<file path="src/rtl/adcmon_pkg.sv">
// Package: shared encodings for the ADC result monitor.
// Assumes: register addresses are two bits wide.
package adcmon_pkg;

    // Comparator behaviour selected by the mode register, bits [1:0]
    typedef enum logic [1:0] {
        CMP_OFF       = 2'b00,
        CMP_EACH      = 2'b01,
        CMP_CNT_ABOVE = 2'b10,
        CMP_CNT_BELOW = 2'b11
    } cmp_mode_e;

    // Accumulator behaviour selected by the mode register, bits [3:2]
    typedef enum logic [1:0] {
        ACC_HOLD  = 2'b00,
        ACC_ADD   = 2'b01,
        ACC_SUB   = 2'b10,
        ACC_HOLD3 = 2'b11
    } acc_mode_e;

    typedef struct packed {
        acc_mode_e acc;
        cmp_mode_e cmp;
    } mode_t;

    localparam logic [1:0] ADDR_MODE  = 2'd0;
    localparam logic [1:0] ADDR_THR   = 2'd1;
    localparam logic [1:0] ADDR_LIMIT = 2'd2;
    localparam logic [1:0] ADDR_CTRL  = 2'd3;

    localparam int CTRL_CLR_IRQ = 0;
    localparam int CTRL_CLR_CNT = 1;
    localparam int CTRL_CLR_ACC = 2;

endpackage

</file>
<file path="src/rtl/adcmon_regs.sv">
// Module: adcmon_regs
// Holds the mode, threshold and limit registers, and decodes the clear strobes.
// Assumes: the bus width equals DATA_W, CNT_W <= DATA_W, and the strobes are
// combinational from the write so that the consumers can order them same-cycle.
module adcmon_regs
    import adcmon_pkg::*;
#(
    parameter int DATA_W = 16,
    parameter int CNT_W  = 16
) (
    input  logic              clk,
    input  logic              rst_n,
    input  logic              wr_en,
    input  logic [1:0]        wr_addr,
    input  logic [DATA_W-1:0] wr_data,
    output mode_t             mode,
    output logic [DATA_W-1:0] threshold,
    output logic [CNT_W-1:0]  limit,
    output logic              clr_irq,
    output logic              clr_cnt,
    output logic              clr_acc
);

    localparam int MODE_W = $bits(mode_t);

    logic is_ctrl;

    // Control writes produce single-cycle clear pulses
    always_comb begin
        is_ctrl = wr_en && (wr_addr == ADDR_CTRL);
        clr_irq = is_ctrl && wr_data[CTRL_CLR_IRQ];
        clr_cnt = is_ctrl && wr_data[CTRL_CLR_CNT];
        clr_acc = is_ctrl && wr_data[CTRL_CLR_ACC];
    end

    // Configuration register file with synchronous reset
    always_ff @(posedge clk) begin
        if (!rst_n) begin
            mode      <= '{acc: ACC_HOLD, cmp: CMP_OFF};
            threshold <= '0;
            limit     <= '0;
        end else if (wr_en) begin
            case (wr_addr)
                ADDR_MODE:  mode      <= mode_t'(wr_data[MODE_W-1:0]);
                ADDR_THR:   threshold <= wr_data;
                ADDR_LIMIT: limit     <= wr_data[CNT_W-1:0];
                default:    ;
            endcase
        end
    end

    AST_CFG_HOLD: assert property (@(posedge clk) disable iff (!rst_n)
        !wr_en |=> ($stable(threshold) && $stable(limit) && $stable(mode)));

endmodule

</file>
<file path="src/rtl/adcmon_magcmp.sv">
// Module: adcmon_magcmp
// Forms the saturated magnitude of a signed result and compares it with the threshold.
// Assumes: the result is two's complement; the most negative code maps to the largest positive value.
module adcmon_magcmp #(
    parameter int DATA_W = 16
) (
    input  logic              clk,
    input  logic              rst_n,
    input  logic [DATA_W-1:0] res_data,
    input  logic [DATA_W-1:0] threshold,
    output logic              above,
    output logic              below
);

    localparam logic [DATA_W-1:0] MOST_NEG = {1'b1, {(DATA_W-1){1'b0}}};
    localparam logic [DATA_W-1:0] MOST_POS = {1'b0, {(DATA_W-1){1'b1}}};

    logic [DATA_W-1:0] mag;

    // Magnitude with saturation of the single unrepresentable case
    always_comb begin
        if (res_data == MOST_NEG)
            mag = MOST_POS;
        else if (res_data[DATA_W-1])
            mag = (~res_data) + 1'b1;
        else
            mag = res_data;
    end

    // Strict comparisons; equality yields neither flag
    always_comb begin
        above = mag > threshold;
        below = mag < threshold;
    end

    AST_MAG_POSITIVE: assert property (@(posedge clk) disable iff (!rst_n)
        !mag[DATA_W-1]);
    AST_ABOVE_BELOW_EXCL: assert property (@(posedge clk) disable iff (!rst_n)
        !(above && below));

endmodule

</file>
<file path="src/rtl/adcmon_thrcount.sv">
// Module: adcmon_thrcount
// Counts qualifying results and drives the sticky interrupt flag.
// Assumes: above/below are strict comparisons of the current result; the clears are single-cycle strobes.
module adcmon_thrcount
    import adcmon_pkg::*;
#(
    parameter int CNT_W = 16
) (
    input  logic             clk,
    input  logic             rst_n,
    input  logic             res_valid,
    input  cmp_mode_e        cmp_mode,
    input  logic             above,
    input  logic             below,
    input  logic [CNT_W-1:0] limit,
    input  logic             clr_irq,
    input  logic             clr_cnt,
    output logic [CNT_W-1:0] count,
    output logic             irq
);

    localparam int EXT_W = CNT_W + 1;

    logic             qualify;
    logic             hit;
    logic             each_set;
    logic [EXT_W-1:0] next_cnt;

    // Event qualification and limit detection
    always_comb begin
        qualify  = res_valid && !clr_cnt &&
                   (((cmp_mode == CMP_CNT_ABOVE) && above) ||
                    ((cmp_mode == CMP_CNT_BELOW) && below));
        next_cnt = {1'b0, count} + 1'b1;
        hit      = qualify && (next_cnt >= {1'b0, limit});
        each_set = res_valid && (cmp_mode == CMP_EACH) && above;
    end

    // Event counter: clear wins, restart to zero on reaching the limit
    always_ff @(posedge clk) begin
        if (!rst_n)
            count <= '0;
        else if (clr_cnt || hit)
            count <= '0;
        else if (qualify)
            count <= next_cnt[CNT_W-1:0];
    end

    // Sticky flag: a set event outranks a clear in the same cycle
    always_ff @(posedge clk) begin
        if (!rst_n)
            irq <= 1'b0;
        else if (each_set || hit)
            irq <= 1'b1;
        else if (clr_irq)
            irq <= 1'b0;
    end

    AST_IRQ_STICKY: assert property (@(posedge clk) disable iff (!rst_n)
        (irq && !clr_irq) |=> irq);
    AST_CNT_IDLE: assert property (@(posedge clk) disable iff (!rst_n)
        (!res_valid && !clr_cnt) |=> $stable(count));
    AST_CNT_CLEAR: assert property (@(posedge clk) disable iff (!rst_n)
        clr_cnt |=> (count == '0));
    AST_HIT_RESTART: assert property (@(posedge clk) disable iff (!rst_n)
        hit |=> (count == '0 && irq));
    AST_OFF_QUIET: assert property (@(posedge clk) disable iff (!rst_n)
        (cmp_mode == CMP_OFF && !clr_cnt) |=> $stable(count));

endmodule

</file>
<file path="src/rtl/adcmon_accum.sv">
// Module: adcmon_accum
// Adds or subtracts each sign-extended result into a wrapping accumulator.
// Assumes: ACC_W > DATA_W; the clear strobe lasts one cycle and outranks accumulation.
module adcmon_accum
    import adcmon_pkg::*;
#(
    parameter int DATA_W = 16,
    parameter int ACC_W  = 32
) (
    input  logic              clk,
    input  logic              rst_n,
    input  logic              res_valid,
    input  logic [DATA_W-1:0] res_data,
    input  acc_mode_e         acc_mode,
    input  logic              clr_acc,
    output logic [ACC_W-1:0]  acc
);

    localparam int EXT_W = ACC_W - DATA_W;

    logic [ACC_W-1:0] sample;

    // Sign extension of the incoming result
    always_comb sample = {{EXT_W{res_data[DATA_W-1]}}, res_data};

    // Accumulator update: clear first, then add or subtract, else hold
    always_ff @(posedge clk) begin
        if (!rst_n || clr_acc)
            acc <= '0;
        else if (res_valid && acc_mode == ACC_ADD)
            acc <= acc + sample;
        else if (res_valid && acc_mode == ACC_SUB)
            acc <= acc - sample;
    end

    AST_ACC_CLEAR: assert property (@(posedge clk) disable iff (!rst_n)
        clr_acc |=> (acc == '0));
    AST_ACC_IDLE: assert property (@(posedge clk) disable iff (!rst_n)
        (!res_valid && !clr_acc) |=> $stable(acc));

endmodule

</file>
<file path="src/rtl/adc_result_monitor.sv">
// Module: adc_result_monitor
// Top level: register port, magnitude comparator, event counter and accumulator.
// Assumes: one result per valid cycle; the register port is write-only and single-cycle.
module adc_result_monitor
    import adcmon_pkg::*;
#(
    parameter int DATA_W = 16,
    parameter int CNT_W  = 16,
    parameter int ACC_W  = 32
) (
    input  logic              clk,
    input  logic              rst_n,
    input  logic              res_valid,
    input  logic [DATA_W-1:0] res_data,
    input  logic              wr_en,
    input  logic [1:0]        wr_addr,
    input  logic [DATA_W-1:0] wr_data,
    output logic              irq,
    output logic [CNT_W-1:0]  thr_count,
    output logic [ACC_W-1:0]  acc_value
);

    mode_t             mode;
    logic [DATA_W-1:0] threshold;
    logic [CNT_W-1:0]  limit;
    logic              clr_irq;
    logic              clr_cnt;
    logic              clr_acc;
    logic              above;
    logic              below;

    adcmon_regs #(.DATA_W(DATA_W), .CNT_W(CNT_W)) u_regs (
        .clk       (clk),
        .rst_n     (rst_n),
        .wr_en     (wr_en),
        .wr_addr   (wr_addr),
        .wr_data   (wr_data),
        .mode      (mode),
        .threshold (threshold),
        .limit     (limit),
        .clr_irq   (clr_irq),
        .clr_cnt   (clr_cnt),
        .clr_acc   (clr_acc)
    );

    adcmon_magcmp #(.DATA_W(DATA_W)) u_magcmp (
        .clk       (clk),
        .rst_n     (rst_n),
        .res_data  (res_data),
        .threshold (threshold),
        .above     (above),
        .below     (below)
    );

    adcmon_thrcount #(.CNT_W(CNT_W)) u_count (
        .clk       (clk),
        .rst_n     (rst_n),
        .res_valid (res_valid),
        .cmp_mode  (mode.cmp),
        .above     (above),
        .below     (below),
        .limit     (limit),
        .clr_irq   (clr_irq),
        .clr_cnt   (clr_cnt),
        .count     (thr_count),
        .irq       (irq)
    );

    adcmon_accum #(.DATA_W(DATA_W), .ACC_W(ACC_W)) u_accum (
        .clk       (clk),
        .rst_n     (rst_n),
        .res_valid (res_valid),
        .res_data  (res_data),
        .acc_mode  (mode.acc),
        .clr_acc   (clr_acc),
        .acc       (acc_value)
    );

endmodule

</file>
<file path="config.mk">
export PLATFORM = sky130hd
export DESIGN_NAME = adc_result_monitor
export DESIGN_NICKNAME = d
export VERILOG_FILES = /design/src/rtl/adcmon_pkg.sv /design/src/rtl/adcmon_regs.sv /design/src/rtl/adcmon_magcmp.sv /design/src/rtl/adcmon_thrcount.sv /design/src/rtl/adcmon_accum.sv /design/src/rtl/adc_result_monitor.sv
export SDC_FILE = /design/constraint.sdc
export NUM_CORES = 1
export LEC_CHECK = 0
export CAP_MARGIN = 10
export CORE_MARGIN = 2
export CORE_UTILIZATION = 33
export DETAILED_ROUTE_END_ITERATION = 8
export GPL_TIMING_DRIVEN = 0
export PLACE_DENSITY = 0.62
export SETUP_SLACK_MARGIN = 0.3
export SLEW_MARGIN = 10
export SYNTH_ARGS = -nofsm -noshare
export SYNTH_HDL_FRONTEND = slang
export SYNTH_SLANG_ARGS = --single-unit
</file>
<file path="constraint.sdc">
create_clock -name clk -period 5.95 [get_ports clk]
set_clock_uncertainty 0.15 [all_clocks]
set_input_delay 1.4875 -clock clk [delete_from_list [all_inputs] [get_ports clk]]
set_output_delay 1.4875 -clock clk [all_outputs]
set_load 0.01 [all_outputs]
</file>
After elaboration in Yosys (flattened, before gate mapping). Index checks and enable logic that the tools add are counted.

Bits in registers: 85. Bits in latches: 0. Bits in writable memories: 0. Bits in read-only memories: 0. Bits of input ports: 38. Output and inout bits: 49. Logic and storage cells: 57. Memories kept: 0.

Add/sub/neg operators: 4. $mul: 0. Div/mod/pow operators: 0. $lt $le $gt $ge: 3. Equality and inequality tests: 9. Shift operators: 0. Multiplexer cells: 6. Bitwise logic cells: 2. Reduce and logical (&&, ||, !) cells: 26.

Operators by type and width (number): 2-to-1 mux 32 bit (2); adder 32 bit (1); 2-to-1 mux 16 bit (2); subtractor 32 bit (1); adder 16 x 1 -> 17 bit (second input constant) (1); >= comparator 17 x 16 -> 1 bit (1); adder 16 x 1 -> 16 bit (second input constant) (1); == test 16 bit (second input constant) (1); > comparator 16 bit (1); < comparator 16 bit (1); inverter 16 bit (1); logical AND 1 bit (13); == test 2 bit (second input constant) (5); == test 2 x 1 -> 1 bit (second input constant) (3); AND reduction 2 bit (3); logical OR 1 bit (4); nonzero test 2 bit (2); logical NOT 1 bit (2); logical NOT 2 bit (1); 2-to-1 mux 1 bit (2); OR reduction 2 bit (1); inverter 1 bit (1).

Depth between registers and ports, before layout.
Depth in word-level cells: 11. Depth in mapped cells: 21. Gate-level depth less buffers: 19.

By module. Synthesis repeated with hierarchy kept, for this count alone.

Cell total of the unflattened synthesis: 926. Area total of the unflattened synthesis: 7174.4 sq um.

Modules (own cells, without submodules): adcmon_accum (times used 1, cells each 476, area an instance 3460.8 sq um, seq. area each 640.6 sq um); adcmon_thrcount (times used 1, cells each 190, area an instance 1506.4 sq um, seq. area each 340.3 sq um); adcmon_regs (times used 1, cells each 141, area an instance 1421.4 sq um, seq. area each 720.7 sq um); adcmon_magcmp (times used 1, cells each 119, area an instance 785.8 sq um, seq. area each 0.0 sq um).

Worst setup path after synthesis. No wires, ideal clock.

Path kind: input to register. Start: input res_data[1]. End: register u_count.count[0]. Setup time: 0.062 ns. Data arrival time: 5.881 ns. Required time: 5.738 ns. Slack: -0.144 ns. Cell stages on the path: 20. Buffers on the path: 1. Path through: inv_1 -> ha_1 -> inv_1 -> or3_2 -> or3_1 -> or3_1 -> nor4_4 -> buf_4 -> o21a_1 -> nor2_1 -> a31oi_1 -> ha_1 -> a21o_1 -> a21o_1 -> a21oi_1 -> o21ai_0 -> nor3_1 -> a31oi_1 -> nor4_1 -> mux2_2.

Word-level cells in the longest chain between the ends: 11. Elaborated cells on any way between the ends: 14. Those cells by class: add/sub: 1; order compare: 2; eq/ne: 1; mux: 2; bitwise: 1; reduce/logical: 7.

Ends and longest elaborated chain: start: declaration (RTL line adc_result_monitor.sv:14) `input logic [DATA_W-1:0] res_data,`; inverter 16 bit (RTL line adcmon_magcmp.sv:25) `mag = (~res_data) + 1'b1;`; adder 16 x 1 -> 16 bit (RTL line adcmon_magcmp.sv:25); 2-to-1 mux 16 bit (RTL line adcmon_magcmp.sv:24) `else if (res_data[DATA_W-1])`; 2-to-1 mux 16 bit * (RTL line adcmon_magcmp.sv:22) `if (res_data == MOST_NEG)`; > comparator 16 bit / < comparator 16 bit (equally long branches) (RTL line adcmon_magcmp.sv:32, adcmon_magcmp.sv:33); logical AND 1 bit, on equally long branches (RTL line adcmon_thrcount.sv:32, adcmon_thrcount.sv:33); logical OR 1 bit * (RTL line adcmon_thrcount.sv:32) `(((cmp_mode == CMP_CNT_ABOVE) && above) ||`; logical AND 1 bit * (RTL line adcmon_thrcount.sv:31) `qualify = res_valid && !clr_cnt &&`; logical AND 1 bit (RTL line adcmon_thrcount.sv:35) `hit = qualify && (next_cnt >= {1'b0, limit});`; logical OR 1 bit (RTL line adcmon_thrcount.sv:43) `else if (clr_cnt || hit)`; OR reduction 2 bit (no source line); end signal: assignment (RTL line adcmon_thrcount.sv:46) `count <= next_cnt[CNT_W-1:0];`; end: declaration (RTL line adcmon_thrcount.sv:18) `output logic [CNT_W-1:0] count,`.

Mark *: on every way between the ends. The rest lies on a longest branch, timed or not. A chain may end at the register's enable or synchronous reset.

Worst setup path in the final report.
Start: input res_data[1]. End: register u_count.irq.

Word-level cells in the longest chain between the ends: 11. Elaborated cells on any way between the ends: 16. Those cells by class: add/sub: 1; order compare: 2; eq/ne: 1; mux: 3; bitwise: 1; reduce/logical: 8.

Ends and longest elaborated chain: inverter 16 bit (RTL line adcmon_magcmp.sv:25); adder 16 x 1 -> 16 bit (RTL line adcmon_magcmp.sv:25); 2-to-1 mux 16 bit (RTL line adcmon_magcmp.sv:24); 2-to-1 mux 16 bit * (RTL line adcmon_magcmp.sv:22); > comparator 16 bit / < comparator 16 bit (equally long branches) (RTL line adcmon_magcmp.sv:32, adcmon_magcmp.sv:33); logical AND 1 bit, on equally long branches (RTL line adcmon_thrcount.sv:32, adcmon_thrcount.sv:33); logical OR 1 bit (RTL line adcmon_thrcount.sv:32); logical AND 1 bit (RTL line adcmon_thrcount.sv:31); logical AND 1 bit (RTL line adcmon_thrcount.sv:35); logical OR 1 bit * (RTL line adcmon_thrcount.sv:53) `else if (each_set || hit)`; 2-to-1 mux 1 bit / nonzero test 2 bit (equally long branches); end signal: assignment (RTL line adcmon_thrcount.sv:52) `irq <= 1'b0;`; end signal: assignment (RTL line adcmon_thrcount.sv:54) `irq <= 1'b1;`; end signal: assignment (RTL line adcmon_thrcount.sv:56) `irq <= 1'b0;`; end: declaration (RTL line adcmon_thrcount.sv:19) `output logic irq`.

Marks and branches as above.

==> metrics <==
outcome=finished clean; reg-to-reg critical path endpoint=u_count.count[4]; Worst-path clk slew=0.07 ns; Final Core Density=44.9%; number of synthesized flops with an enable pin=0; Fin. Hold Viols=0; ys async rst share=0%; post-DR wirelength/cell=15.6 microns; antenna violations before repair=0; # rows=51; layout cells sized above 1=11.5%; WHS Path Cells=2; Post-Place Worst Slack=-1.00 ns; P per Cell Area=173 nW/um^2; area grow syn2layout=32.5%; routed wire length=19,900 microns; fill count=1,976; Setup crit end kind=flop; post-synth top area cell=dfxtp_1; Overflow after GRT=0; ranking of synthesized cells by area=dfxtp_1, ha_1, nand2_1; maximum clock path buffer count=2; Hold Crit Start=u_regs.threshold[10]; worst hold endpoint=u_regs.threshold[10]; worst endpoint required time=6.04 ns; post-synthesis register bit count=85; I/O pin cnt=87; Final Max Tran Viols=0; Post-CTS Hold Buffers=0; worst-path fanout max=6; leakage power=3.54 nW; most common cell after layout, fill and taps aside=nand2_1; Slew HR=40.9%; clock power share=39.5%; Arr. time, crit path=5.88 ns; Multi-input gate area=4990 sq um; max cap viols=0; Post-route DRC=0; Int Pwr=1.05 mW; port bufs=86; Seq. cell area=1700 sq um; Yosys warnings=0; R2R Setup Slk=1.41 ns; H-tree depth=3; Synth cell types=55; Die X=146 microns; ant diodes=0; Die Ht=146 microns; CTS buffer count=9; fin crit share=97.4%; area fraction of the dominant cell type after synthesis=25.6%; total number of vias=6,740; most frequent cells in the layout=nand2_1, dfxtp_1, clkdlybuf4s50_1, ha_1, a21oi_1; part of the power in registers=39.0%; VDD IR max=0.147 mV; Starting Density=33.9%; Clock Tree Root=clkbuf_16; RePlAce Congestion=0.930; Crit Path Category=input pin to flop; Tot Pwr=1.52 mW; worst hold path type=flop to flop; Clock Latency Late Sink=0.35 ns; CORE AREA=19,600 sq um; post-route setup slack=0.155 ns; syn_area_per_cell=7.57 sq um; Die Area=21,300 sq um; Fmax achieved=173 MHz; gr usage total=18.5%; Synth Cell Area=6640 sq um; final setup fails=0; CTS tree=built; ys flop type=dfxtp_1; R2R cell count=15; initial drt markers=339; Via-to-Cell Ratio=5.28; vias in the first global route=6,455; CP startpoint kind=input pin; dpl hpwl=15,000 microns; drt pass-1 iters=5; worst-margin pin slew=0.884 ns; pin count of the biggest net entering global routing=17; Post-Syn Instances=878; Post-Syn Nets=984; fin crit period=5.79 ns; reg-to-reg critical path startpoint=u_count.count[0]; ANT nets after route=0; Logic pwr share=21.5%; RSZ-0062 raised after global routing=yes; clock sinks=85; sequential cell area fraction in the yosys report=25.6%; Sw Share=30.8%; fin nets=1,112; wire length of the first global-routing pass=32,400 microns; switching pwr=470 uW
final cells by class:
cell class,count,area share [%]
Multi-Input combinational cell,712,56.7
Sequential cell,85,19.3
Timing Repair Buffer,117,12.9
Tap cell,265,3.77
Clock buffer,10,2.60
Buffer,40,2.10
Inverter,41,1.75
Clock inverter,6,0.853
metal layers:
metal | routed length, microns | track usage (%) | up-vias
li1 | - | - | 3404
met3 | 1050 | 3.35 | 28
met1 | 9320 | 24.8 | 3116
met4 | 331 | 5.05 | 0
met2 | 9230 | 30.7 | 192
met5 | 0 | 0 | -
power by group through the flow:
| stage | Sequential (mW) | Combinational [mW] | Clock (mW) |
|---|---|---|---|
| floorplan | 0.607 | 0.194 | 0 |
| global placement | 0.607 | 0.298 | 0 |
| detailed placement | 0.608 | 0.301 | 0 |
| CTS | 0.594 | 0.316 | 0.616 |
| global route | 0.596 | 0.365 | 0.640 |
| finish | 0.594 | 0.328 | 0.601 |
Yosys cell counts, types with 7 or more instances:
master	number
inv_1	41
a21o_1	26
xor2_1	15
clkbuf_1	36
a21oi_1	62
nor3_1	11
a211oi_1	7
ha_1	67
nor2_1	38
nand4_1	16
or3_1	9
o21a_1	13
xnor2_1	32
and3_1	16
and2_1	7
a21boi_0	35
nand3_1	34
mux2i_1	9
dfxtp_1	85
o21ai_0	48
a22o_1	8
nand2_1	164
a31oi_1	15
sequential cells by signal, indices dropped and copies added, names as in the netlist:
| register | count |
|---|---|
| u_regs.threshold | 16 |
| u_count.count | 16 |
| u_accum.acc | 32 |
| u_regs.limit | 16 |
| u_regs.mode | 4 |
| u_count.irq | 1 |
cells by family after synthesis:
family / after synthesis / share of synthesized area [%]
multiplexers: 10 / 1.53
adder cells (fa/ha/maj): 68 / 12.9
flip-flops: 85 / 25.6
AND/OR/NAND/NOR: 338 / 24.8
XOR/XNOR: 47 / 6.20
buffers and inverters: 81 / 4.63
AO/OA/AOI/OAI: 249 / 24.3
how the worst max path moves through the flow:
stage,to,startpoint
after detailed placement,u_accum.acc[28],res_data[2]
after global routing,u_count.count[0],res_data[1]
after floorplan,u_accum.acc[27],res_data[1]
after global placement,u_accum.acc[28],res_data[2]
final,u_count.irq,res_data[1]
after CTS,u_count.count[4],res_data[2]
metrics by stage:
stage,instances,hold WS [ns],area (sq um),TNS [ns]
floorplan,878,0.293,6790,0
global placement,1229,0.304,7980,-24.26
detailed placement,1229,0.308,7980,-24.00
CTS,1268,0.318,8630,0
global route,1276,0.337,8800,0
finish,1276,0.313,8800,0
repair_timing:
action | in CTS | in global routing
setup endpoints to repair | 33 | 30
pin swaps | 32 | 20
gates resized for setup | 55 | 26
setup buffers | 22 | 8
cloned | 1 | 0
worst max-delay path: stages:
cell      delay [ns]
buf_6           0.09
or3_4           0.38
or3_4           0.38
or3_4           0.34
or3_4           0.35
or3_4           0.38
nor3_4          0.22
buf_6           0.15
ha_4            0.12
a21boi_4        0.19
ha_4            0.15
nand4_1         0.09
or2_4           0.28
nor3_4          0.22
nor3b_2         0.07
o31a_1          0.16
a31oi_4         0.32
buf_8           0.16
nor2_4          0.03
o31a_1          0.29
Note: power is estimated with default switching activity, not from simulation.
